### src/rtl/ictl_pkg.sv
package ictl_pkg;
  typedef enum logic [1:0] {
    STEP_RUN  = 2'd0,
    STEP_BASE = 2'd1,
    STEP_CASC = 2'd2,
    STEP_MODE = 2'd3
  } step_e;
endpackage

### src/rtl/ictl_init_seq.sv
module ictl_init_seq
  import ictl_pkg::*;
#(
  parameter int DW = 8,
  parameter int LW = 3
) (
  input  logic          clk,
  input  logic          rst,
  input  logic          init_wr,
  input  logic          port_wr,
  input  logic [DW-1:0] wdata,
  output logic          seq_run,
  output logic [DW-1:0] vec_base,
  output logic          nested_mode,
  output logic          auto_eoi
);
  step_e step_q;
  logic  need4_q, single_q;

  always_ff @(posedge clk) begin
    if (rst) begin
      step_q      <= STEP_RUN;
      need4_q     <= 1'b0;
      single_q    <= 1'b0;
      vec_base    <= '0;
      nested_mode <= 1'b0;
      auto_eoi    <= 1'b0;
    end else if (init_wr) begin
      step_q      <= STEP_BASE;
      need4_q     <= wdata[0];
      single_q    <= wdata[1];
      vec_base    <= '0;
      nested_mode <= 1'b0;
      auto_eoi    <= 1'b0;
    end else if (port_wr) begin
      case (step_q)
        STEP_BASE: begin
          vec_base <= {wdata[DW-1:LW], {LW{1'b0}}};
          if (single_q) step_q <= need4_q ? STEP_MODE : STEP_RUN;
          else          step_q <= STEP_CASC;
        end
        STEP_CASC: step_q <= need4_q ? STEP_MODE : STEP_RUN;
        STEP_MODE: begin
          nested_mode <= wdata[4];
          auto_eoi    <= wdata[1];
          step_q      <= STEP_RUN;
        end
        default: ;
      endcase
    end
  end

  assign seq_run = (step_q == STEP_RUN);

  assert_base_store_R2: assert property (@(posedge clk) disable iff (rst)
    (port_wr && !init_wr && step_q == STEP_BASE) |=>
      (vec_base[DW-1:LW] == $past(wdata[DW-1:LW]) && vec_base[LW-1:0] == '0));

  assert_casc_next_R3: assert property (@(posedge clk) disable iff (rst)
    (port_wr && !init_wr && step_q == STEP_CASC) |=>
      (step_q == (need4_q ? STEP_MODE : STEP_RUN)));

  assert_mode_return_R4: assert property (@(posedge clk) disable iff (rst)
    (port_wr && !init_wr && step_q == STEP_MODE) |=>
      (seq_run && auto_eoi == $past(wdata[1]) && nested_mode == $past(wdata[4])));
endmodule

### src/rtl/ictl_ocw_dec.sv
module ictl_ocw_dec #(
  parameter int DW = 8,
  parameter int LW = 3
) (
  input  logic          clk,
  input  logic          rst,
  input  logic          init_wr,
  input  logic          ctl_wr,
  input  logic          cmd_wr,
  input  logic          mask_ld,
  input  logic          poll_take,
  input  logic [DW-1:0] wdata,
  input  logic          isr_top_vld,
  input  logic [LW-1:0] isr_top_line,
  output logic [DW-1:0] mask,
  output logic          rd_sel,
  output logic          spec_mask,
  output logic          poll_armed,
  output logic          rot_aeoi,
  output logic          isr_clr_vld,
  output logic [LW-1:0] isr_clr_line,
  output logic          rot_set_vld,
  output logic [LW-1:0] rot_set_val
);
  logic [2:0]    code;
  logic [LW-1:0] arg_line;
  assign code     = wdata[7:5];
  assign arg_line = wdata[LW-1:0];

  always_ff @(posedge clk) begin
    if (rst) begin
      mask         <= '0;
      rd_sel       <= 1'b0;
      spec_mask    <= 1'b0;
      poll_armed   <= 1'b0;
      rot_aeoi     <= 1'b0;
      isr_clr_vld  <= 1'b0;
      isr_clr_line <= '0;
      rot_set_vld  <= 1'b0;
      rot_set_val  <= '0;
    end else begin
      isr_clr_vld <= 1'b0;
      rot_set_vld <= 1'b0;
      if (init_wr) begin
        mask       <= '0;
        rd_sel     <= 1'b0;
        spec_mask  <= 1'b0;
        poll_armed <= 1'b0;
        rot_aeoi   <= 1'b0;
      end else begin
        if (poll_take) poll_armed <= 1'b0;
        if (mask_ld)   mask <= wdata;
        if (ctl_wr) begin
          if (wdata[2]) poll_armed <= 1'b1;
          if (wdata[1]) rd_sel     <= wdata[0];
          if (wdata[6]) spec_mask  <= wdata[5];
        end
        if (cmd_wr) begin
          case (code)
            3'd0, 3'd4: rot_aeoi <= code[2];
            3'd1, 3'd5: if (isr_top_vld) begin
              isr_clr_vld  <= 1'b1;
              isr_clr_line <= isr_top_line;
              if (code[2]) begin
                rot_set_vld <= 1'b1;
                rot_set_val <= isr_top_line + LW'(1);
              end
            end
            3'd3: begin
              isr_clr_vld  <= 1'b1;
              isr_clr_line <= arg_line;
            end
            3'd6: begin
              rot_set_vld <= 1'b1;
              rot_set_val <= arg_line + LW'(1);
            end
            3'd7: begin
              isr_clr_vld  <= 1'b1;
              isr_clr_line <= arg_line;
              rot_set_vld  <= 1'b1;
              rot_set_val  <= arg_line + LW'(1);
            end
            default: ;
          endcase
        end
      end
    end
  end

  assert_mask_load_R5: assert property (@(posedge clk) disable iff (rst)
    (mask_ld && !init_wr) |=> (mask == $past(wdata)));

  assert_clr_source_R8: assert property (@(posedge clk) disable iff (rst)
    isr_clr_vld |-> $past(cmd_wr && !init_wr));

  assert_rot_source_R9: assert property (@(posedge clk) disable iff (rst)
    rot_set_vld |-> $past(cmd_wr && code[2:1] != 2'b00 && !init_wr));
endmodule

### src/rtl/ictl_rd_path.sv
module ictl_rd_path #(
  parameter int DW = 8,
  parameter int LW = 3
) (
  input  logic          clk,
  input  logic          rst,
  input  logic          rd_en,
  input  logic          addr,
  input  logic          poll_armed,
  input  logic          rd_sel,
  input  logic [DW-1:0] mask,
  input  logic [DW-1:0] req_bits,
  input  logic [DW-1:0] isr_bits,
  input  logic          win_vld,
  input  logic [LW-1:0] win_line,
  output logic          poll_take,
  output logic [DW-1:0] rdata,
  output logic          poll_ack_vld,
  output logic [LW-1:0] poll_ack_line
);
  localparam int PADW = DW - 1 - LW;

  assign poll_take = rd_en && poll_armed;

  always_ff @(posedge clk) begin
    if (rst) begin
      rdata         <= '0;
      poll_ack_vld  <= 1'b0;
      poll_ack_line <= '0;
    end else begin
      poll_ack_vld <= 1'b0;
      if (poll_take) begin
        poll_ack_vld  <= win_vld;
        poll_ack_line <= win_line;
        rdata         <= win_vld ? {1'b1, {PADW{1'b0}}, win_line} : '0;
      end else if (rd_en) begin
        rdata <= addr ? mask : (rd_sel ? isr_bits : req_bits);
      end
    end
  end

  assert_poll_code_R10: assert property (@(posedge clk) disable iff (rst)
    poll_ack_vld |-> (rdata[DW-1] && rdata[LW-1:0] == poll_ack_line));

  assert_poll_empty_R10: assert property (@(posedge clk) disable iff (rst)
    (poll_take && !win_vld) |=> (rdata == '0 && !poll_ack_vld));
endmodule

### src/rtl/ictl_cmd_if.sv
module ictl_cmd_if #(
  parameter int DW     = 8,
  parameter int NLINES = 8
) (
  input  logic        clk,
  input  logic        rst,
  input  logic        addr,
  input  logic        wr_en,
  input  logic        rd_en,
  input  logic [DW-1:0] wdata,
  output logic [DW-1:0] rdata,
  input  logic [NLINES-1:0] req_bits,
  input  logic [NLINES-1:0] isr_bits,
  input  logic        isr_top_vld,
  input  logic [$clog2(NLINES)-1:0] isr_top_line,
  input  logic        win_vld,
  input  logic [$clog2(NLINES)-1:0] win_line,
  output logic [NLINES-1:0] mask,
  output logic [DW-1:0] vec_base,
  output logic        rd_sel,
  output logic        spec_mask,
  output logic        nested_mode,
  output logic        auto_eoi,
  output logic        rot_aeoi,
  output logic        init_clr,
  output logic        isr_clr_vld,
  output logic [$clog2(NLINES)-1:0] isr_clr_line,
  output logic        rot_set_vld,
  output logic [$clog2(NLINES)-1:0] rot_set_val,
  output logic        poll_ack_vld,
  output logic [$clog2(NLINES)-1:0] poll_ack_line
);
  localparam int LW = $clog2(NLINES);

  logic init_wr, ctl_wr, cmd_wr, port_wr, mask_ld;
  logic seq_run, poll_armed, poll_take;

  assign init_wr = wr_en && !addr && wdata[4];
  assign ctl_wr  = wr_en && !addr && !wdata[4] && wdata[3];
  assign cmd_wr  = wr_en && !addr && !wdata[4] && !wdata[3];
  assign port_wr = wr_en && addr;
  assign mask_ld = port_wr && seq_run;

  always_ff @(posedge clk) begin
    if (rst) init_clr <= 1'b0;
    else     init_clr <= init_wr;
  end

  ictl_init_seq #(.DW(DW), .LW(LW)) i_seq (
    .clk(clk), .rst(rst), .init_wr(init_wr), .port_wr(port_wr), .wdata(wdata),
    .seq_run(seq_run), .vec_base(vec_base), .nested_mode(nested_mode),
    .auto_eoi(auto_eoi)
  );

  ictl_ocw_dec #(.DW(DW), .LW(LW)) i_ocw (
    .clk(clk), .rst(rst), .init_wr(init_wr), .ctl_wr(ctl_wr), .cmd_wr(cmd_wr),
    .mask_ld(mask_ld), .poll_take(poll_take), .wdata(wdata),
    .isr_top_vld(isr_top_vld), .isr_top_line(isr_top_line),
    .mask(mask), .rd_sel(rd_sel), .spec_mask(spec_mask),
    .poll_armed(poll_armed), .rot_aeoi(rot_aeoi),
    .isr_clr_vld(isr_clr_vld), .isr_clr_line(isr_clr_line),
    .rot_set_vld(rot_set_vld), .rot_set_val(rot_set_val)
  );

  ictl_rd_path #(.DW(DW), .LW(LW)) i_rd (
    .clk(clk), .rst(rst), .rd_en(rd_en), .addr(addr), .poll_armed(poll_armed),
    .rd_sel(rd_sel), .mask(mask), .req_bits(req_bits), .isr_bits(isr_bits),
    .win_vld(win_vld), .win_line(win_line), .poll_take(poll_take),
    .rdata(rdata), .poll_ack_vld(poll_ack_vld), .poll_ack_line(poll_ack_line)
  );

  assert_init_clear_R1: assert property (@(posedge clk) disable iff (rst)
    init_wr |=> (init_clr && mask == '0 && vec_base == '0 && !auto_eoi &&
                 !nested_mode && !rd_sel && !spec_mask && !rot_aeoi));

  assert_mask_held_R5: assert property (@(posedge clk) disable iff (rst)
    (port_wr && !seq_run) |=> $stable(mask));
endmodule

### config.mk
export PLATFORM = sky130hd
export DESIGN_NAME = ictl_cmd_if
export DESIGN_NICKNAME = d
export VERILOG_FILES = /design/src/rtl/ictl_pkg.sv /design/src/rtl/ictl_init_seq.sv /design/src/rtl/ictl_ocw_dec.sv /design/src/rtl/ictl_rd_path.sv /design/src/rtl/ictl_cmd_if.sv
export SDC_FILE = /design/constraint.sdc
export NUM_CORES = 1
export LEC_CHECK = 0
export ABC_AREA = 1
export BUFFER_PORTS_ARGS = -buffer_cell sky130_fd_sc_hd__buf_4
export CAP_MARGIN = 20
export CORE_UTILIZATION = 26
export CTS_CLUSTER_SIZE = 24
export DETAILED_ROUTE_END_ITERATION = 12
export HOLD_SLACK_MARGIN = 0.03
export SYNTH_ARGS = -nofsm -noshare
export SYNTH_HDL_FRONTEND = slang
export SYNTH_SLANG_ARGS = --single-unit
### constraint.sdc
create_clock -name clk -period 1.34 [get_ports clk]
set_input_delay 0.268 -clock clk [delete_from_list [all_inputs] [get_ports clk]]
set_output_delay 0.268 -clock clk [all_outputs]
set_load 0.05 [all_outputs]
==> impl_metrics.env, run 1 <==
export IMPL_core_sq_mm=0.00773
export IMPL_synth_top_cells_by_area="dfxtp_1 42%, nand2_1 16%, nor2_1 8.8%"
export IMPL_grt_usage_pct=14.4
export IMPL_grt_pass1_wl_um=9560
export IMPL_period_needed_ns=1.26
export IMPL_ys_types=30
export IMPL_io_buffers=75
export IMPL_ys_ff_latch=44
export IMPL_via_per_inst=4.32
export IMPL_crit_fanout=9
export IMPL_crit_arrival_ns=1.00
export IMPL_rsz0062_at_grt="no"
export IMPL_critical_path_class="reg -> out"
export IMPL_antenna_left=0
export IMPL_post_route_period_util_pct=94.3
export IMPL_yosys_warnings=0
export IMPL_fill_cells=833
export IMPL_synth_top_area_cell="dfxtp_1"
export IMPL_status="finished, final reports clean"
export IMPL_fin_total_pwr_w=0.00278
export IMPL_initial_utilization_pct=27.0
export IMPL_drc=0
export IMPL_htreeDepth=2
export IMPL_io_pins=79
export IMPL_num_vias=2103
export IMPL_finClkSkew_ns=0.00356
export IMPL_pwr_density_cell_mw_per_mm2=974
export IMPL_synth_avg_cell_area_sq_um=6.86
export IMPL_antenna_found_initial=0
export IMPL_worstSkewPairLatency_ns=0.29
export IMPL_cts_resized=0
export IMPL_synth_seq_area_share_pct=42.3
export IMPL_row_count=32
export IMPL_chipWidth_um=91.5
export IMPL_drt_iter0_markers=70
export IMPL_dp_slack_ns=-0.0291
export IMPL_clk_pin_slew_ns=0.08
export IMPL_min_path_type="in -> reg"
export IMPL_synth_top_cell_area_share_pct=42.3
export IMPL_die_area_sq_mm=0.00838
export IMPL_vdd_ir_drop_worst_v=0.000525
export IMPL_hold_violations=0
export IMPL_clockRootBuffer="clkbuf_8"
export IMPL_dp_final_hpwl_um=4440
export IMPL_die_h_um=91.5
export IMPL_multi_input_area_sq_mm=0.00103
export IMPL_cts_tree="yes"
export IMPL_layout_commonest_cell="nand2_1"
export IMPL_cellLeakagePower_nw=1.37
export IMPL_postCtsHoldBufs=0
export IMPL_setup_ws_ns=0.0770
export IMPL_drive_gt1_share_pct=28.6
export IMPL_cts_sinks=44
export IMPL_endpoint_kind="output port"
export IMPL_netlist_area_sq_mm=0.00208
export IMPL_cap_violations=0
export IMPL_area_growth_pct=37.0
export IMPL_routedWlPerCell_um=11.9
export IMPL_diodes=0
export IMPL_clock_fmax_mhz=792
export IMPL_dpl_cell_count=479
export IMPL_synth_cells=304
export IMPL_numCtsBuffers=5
export IMPL_setup_viol=0
export IMPL_grt_pass1_vias=1989
export IMPL_start_kind="register"
export IMPL_slew_viol_final=0
export IMPL_grt_ovfl_total=0
export IMPL_cp_required_ns=1.07
export IMPL_place_gp_congestion=0.837
export IMPL_mostFrequentLayoutCells="91 x nand2_1, 81 x buf_4, 49 x nor2_1, 43 x dfxtp_1, 21 x inv_1"
export IMPL_cts_setup_buffers=0
export IMPL_wl_um=5810
export IMPL_final_cells=487
export IMPL_clockBufferDepth=2
export IMPL_first_pass_iters=4
export IMPL_regArea_sq_um=882
export IMPL_grt_start_max_net_pins=14
export IMPL_fin_hold_ws_ns=0.234
export IMPL_final_nets=422
[cells in the mapped netlist, drive strengths merged]
| library cell | count |
|---|---|
| buf | 9 |
| clkinv | 4 |
| nand3 | 15 |
| nand3b | 2 |
| o22ai | 1 |
| nor2 | 52 |
| inv | 25 |
| a21o | 3 |
| a21boi | 1 |
| clkbuf | 1 |
| a31oi | 4 |
| nor3 | 1 |
| o21ai | 20 |
| dfxtp | 44 |
| a21oi | 24 |
| ha | 1 |
| nand2 | 96 |
| conb | 1 |
[per-stage QoR]
stage | util (%) | area (sq um) | setup TNS, ns
after detailed placement | 35.7 | 2760 | -0.0291
after global routing | 36.9 | 2860 | 0
after CTS | 36.9 | 2860 | 0
after floorplan | - | 2090 | 0
final | 36.9 | 2860 | 0
after global placement | 35.7 | 2760 | 0
[power by group]
part           internal, W  switching (W)
clock             0.000419       0.000438
sequential         0.00135      0.0000254
combinational     0.000197       0.000355
total              0.00196       0.000818
[per-layer routing]
| metal | GRT usage (%) | wire (um) | part of all wire [%] |
|---|---|---|---|
| met2 | 23.2 | 2540 | 44 |
| met1 | 19.1 | 2830 | 49 |
| met4 | 3.57 | 40 | 0.69 |
| met3 | 3.77 | 395 | 6.8 |
| met5 | 0 | 0 | 0 |
[cells by family after synthesis]
family          after synthesis  synth area share [%]
buf+inv                      39                  8.76
fa+ha+maj                     1                 0.600
compound gates               53                  14.4
flops                        44                  42.3
simple gates                166                  33.8
other cells                   1                 0.180
[critical path, stage by stage, from the launching register on]
cell and delay, ns:
dfxtp_2 0.33, buf_4 0.16, buf_4 0.21
[registers in the layout, summed over array words and instances (netlist names), 2 cells and up]
register,cells
i_ocw.mask,8
i_seq.step_q,2
i_rd.poll_ack_line,3
i_ocw.rot_set_val,3
i_ocw.isr_clr_line,3
i_rd.rdata,8
i_seq.vec_base,5
[final cells by class]
class	instances	share of cell area, %
Sequential cell	44	30.9
Timing Repair Buffer	81	21.3
Clock buffer	7	3.02
Clock inverter	1	0.263
Multi-Input combinational cell	223	36.0
Tap cell	102	4.47
Inverter	29	4.03
[final timing paths]
kind / slack [ns] / end / cells past startpoint / from
worst min register to register: 0.47 / i_rd.rdata[4] / 2 / i_rd.rdata[4]
worst max-delay path: 0.08 / rd_sel / 2 / i_ocw.rd_sel
worst max register to register: 0.25 / i_ocw.mask[1] / 5 / i_seq.step_q[1]
worst min-delay path: 0.23 / i_rd.poll_ack_line[0] / 3 / win_line[0]
(Power assumes the default switching activity.)
==> run 2: changes to the inputs <==
Settings changed: CORE_ASPECT_RATIO set to 1.1, CTS_BUF_LIST set to sky130_fd_sc_hd__clkbuf_16.
==> run 2 against run 1 <==
Against the previous run:
- sequential power about the same
- combinational power is essentially flat
- count of clock-buffer cells in the layout is 2 lower
- via count fell by 0.86%
==> impl_metrics.env, run 2 (synthesis results as in run 1) <==
export IMPL_status="finished, final reports clean"
export IMPL_num_vias=2085
export IMPL_core_sq_mm=0.00760
export IMPL_cellLeakagePower_nw=1.40
export IMPL_rsz0062_at_grt="no"
export IMPL_worstSkewPairLatency_ns=0.29
export IMPL_drc=0
export IMPL_cts_setup_buffers=0
export IMPL_cap_violations=0
export IMPL_fin_area_sq_mm=0.00291
export IMPL_final_nets=422
export IMPL_place_gp_congestion=0.844
export IMPL_min_path_type="in -> reg"
export IMPL_slew_viol_final=0
export IMPL_crit_top_cell="buf_4"
export IMPL_drive_gt1_share_pct=28.8
export IMPL_finClkSkew_ns=0.00707
export IMPL_clockRootBuffer="clkbuf_16"
export IMPL_cpPeakStageDelay_ns=0.33
export IMPL_crit_arrival_ns=0.99
export IMPL_cts_sinks=44
export IMPL_cp_required_ns=1.07
export IMPL_io_buffers=75
export IMPL_crit_chain="buf_4 > buf_4"
export IMPL_pwr_density_cell_mw_per_mm2=1070
export IMPL_clk_pin_slew_ns=0.07
export IMPL_io_pins=79
export IMPL_setup_viol=0
export IMPL_grt_usage_pct=14.2
export IMPL_initial_utilization_pct=27.4
export IMPL_cts_tree="yes"
export IMPL_cp_slowest_cell="dfxtp_2"
export IMPL_layout_commonest_cell="nand2_1"
export IMPL_drt_iter0_markers=85
export IMPL_chipWidth_um=87.4
export IMPL_area_growth_pct=39.6
export IMPL_first_pass_iters=4
export IMPL_htreeDepth=2
export IMPL_post_dp_cell_area_sq_mm=0.00277
export IMPL_diodes=0
export IMPL_mostFrequentLayoutCells="91 x nand2_1, 81 x buf_4, 49 x nor2_1, 43 x dfxtp_1, 21 x inv_1"
export IMPL_numCtsBuffers=5
export IMPL_cts_resized=0
export IMPL_grt_pass1_vias=1924
export IMPL_antenna_left=0
export IMPL_routedWlPerCell_um=11.7
export IMPL_grt_ovfl_total=0
export IMPL_die_area_sq_mm=0.00838
export IMPL_clock_fmax_mhz=792
export IMPL_endpoint_kind="output port"
export IMPL_clockBufferDepth=2
export IMPL_dp_final_hpwl_um=4430
export IMPL_ff2ff_path_depth=5
export IMPL_via_per_inst=4.26
export IMPL_postCtsHoldBufs=0
export IMPL_critical_path_class="reg -> out"
export IMPL_crit_fanout=9
export IMPL_start_kind="register"
export IMPL_die_h_um=95.9
export IMPL_antenna_found_initial=0
export IMPL_row_count=33
export IMPL_wl_um=5710
export IMPL_largestRegisters="i_ocw.mask x8, i_rd.rdata x8, i_seq.vec_base x5"
export IMPL_utilization_pct=38.3
export IMPL_vdd_ir_drop_worst_v=0.000603
export IMPL_grt_start_max_net_pins=15
export IMPL_hold_violations=0
export IMPL_post_route_period_util_pct=94.2
export IMPL_period_needed_ns=1.26
export IMPL_grt_pass1_wl_um=9100
export IMPL_holdPathStages=3
## run 2: critical path, delay by kind of cell (launching register included)
kind	cells	cell delay [ns]
buf+inv	2	0.37
flops	1	0.33
## run 2: layout make-up
type                       instances  area, sq um
fill                             849         4690
multi-input combinational        223         1030
sequential                        44          882
timing repair buffer              81          608
tap                              105          131
clock buffer                       5          125
inverter                          29          115
clock inverter                     3         18.8
## run 2: metal layers
layer	part of all wire [%]	up-vias	track usage [%]
met3	8.2	9	3.77
met4	1.1	0	4.51
met1	47	882	17.8
met2	44	75	23.8
met5	0	-	0
li1	-	1119	-
## run 2: per-stage QoR
| step | power [W] | TNS [ns] | instances | worst slack (ns) | hold WS, ns |
|---|---|---|---|---|---|
| 2_1_floorplan | 0.00174 | 0 | 306 | 0.0475 | 0.337 |
| 3_3_place_gp | 0.00195 | 0 | 482 | 0.0303 | 0.456 |
| 3_5_place_dp | 0.00196 | -0.0185 | 482 | -0.0185 | 0.458 |
| 4_1_cts | 0.00317 | 0 | 490 | 0.0726 | 0.241 |
| 5_1_grt | 0.00328 | 0 | 490 | 0.0384 | 0.256 |
| 6_report | 0.00313 | 0 | 490 | 0.0773 | 0.248 |
## run 2: path summary, 6_finish.rpt
| check | startpoint | slack, ns | end |
|---|---|---|---|
| worst min register to register | i_rd.poll_ack_line[2] | 0.46 | i_rd.poll_ack_line[2] |
| worst max-delay path | i_ocw.rd_sel | 0.08 | rd_sel |
| worst max register to register | i_seq.step_q[0] | 0.25 | i_seq.vec_base[5] |
| worst min-delay path | win_line[0] | 0.25 | i_rd.poll_ack_line[0] |
## run 2: report_power, final
| group | switching, W | internal, W |
|---|---|---|
| Sequential | 0.0000250 | 0.00135 |
| Clock | 0.000518 | 0.000687 |
| Combinational | 0.000352 | 0.000197 |
| Total | 0.000895 | 0.00223 |
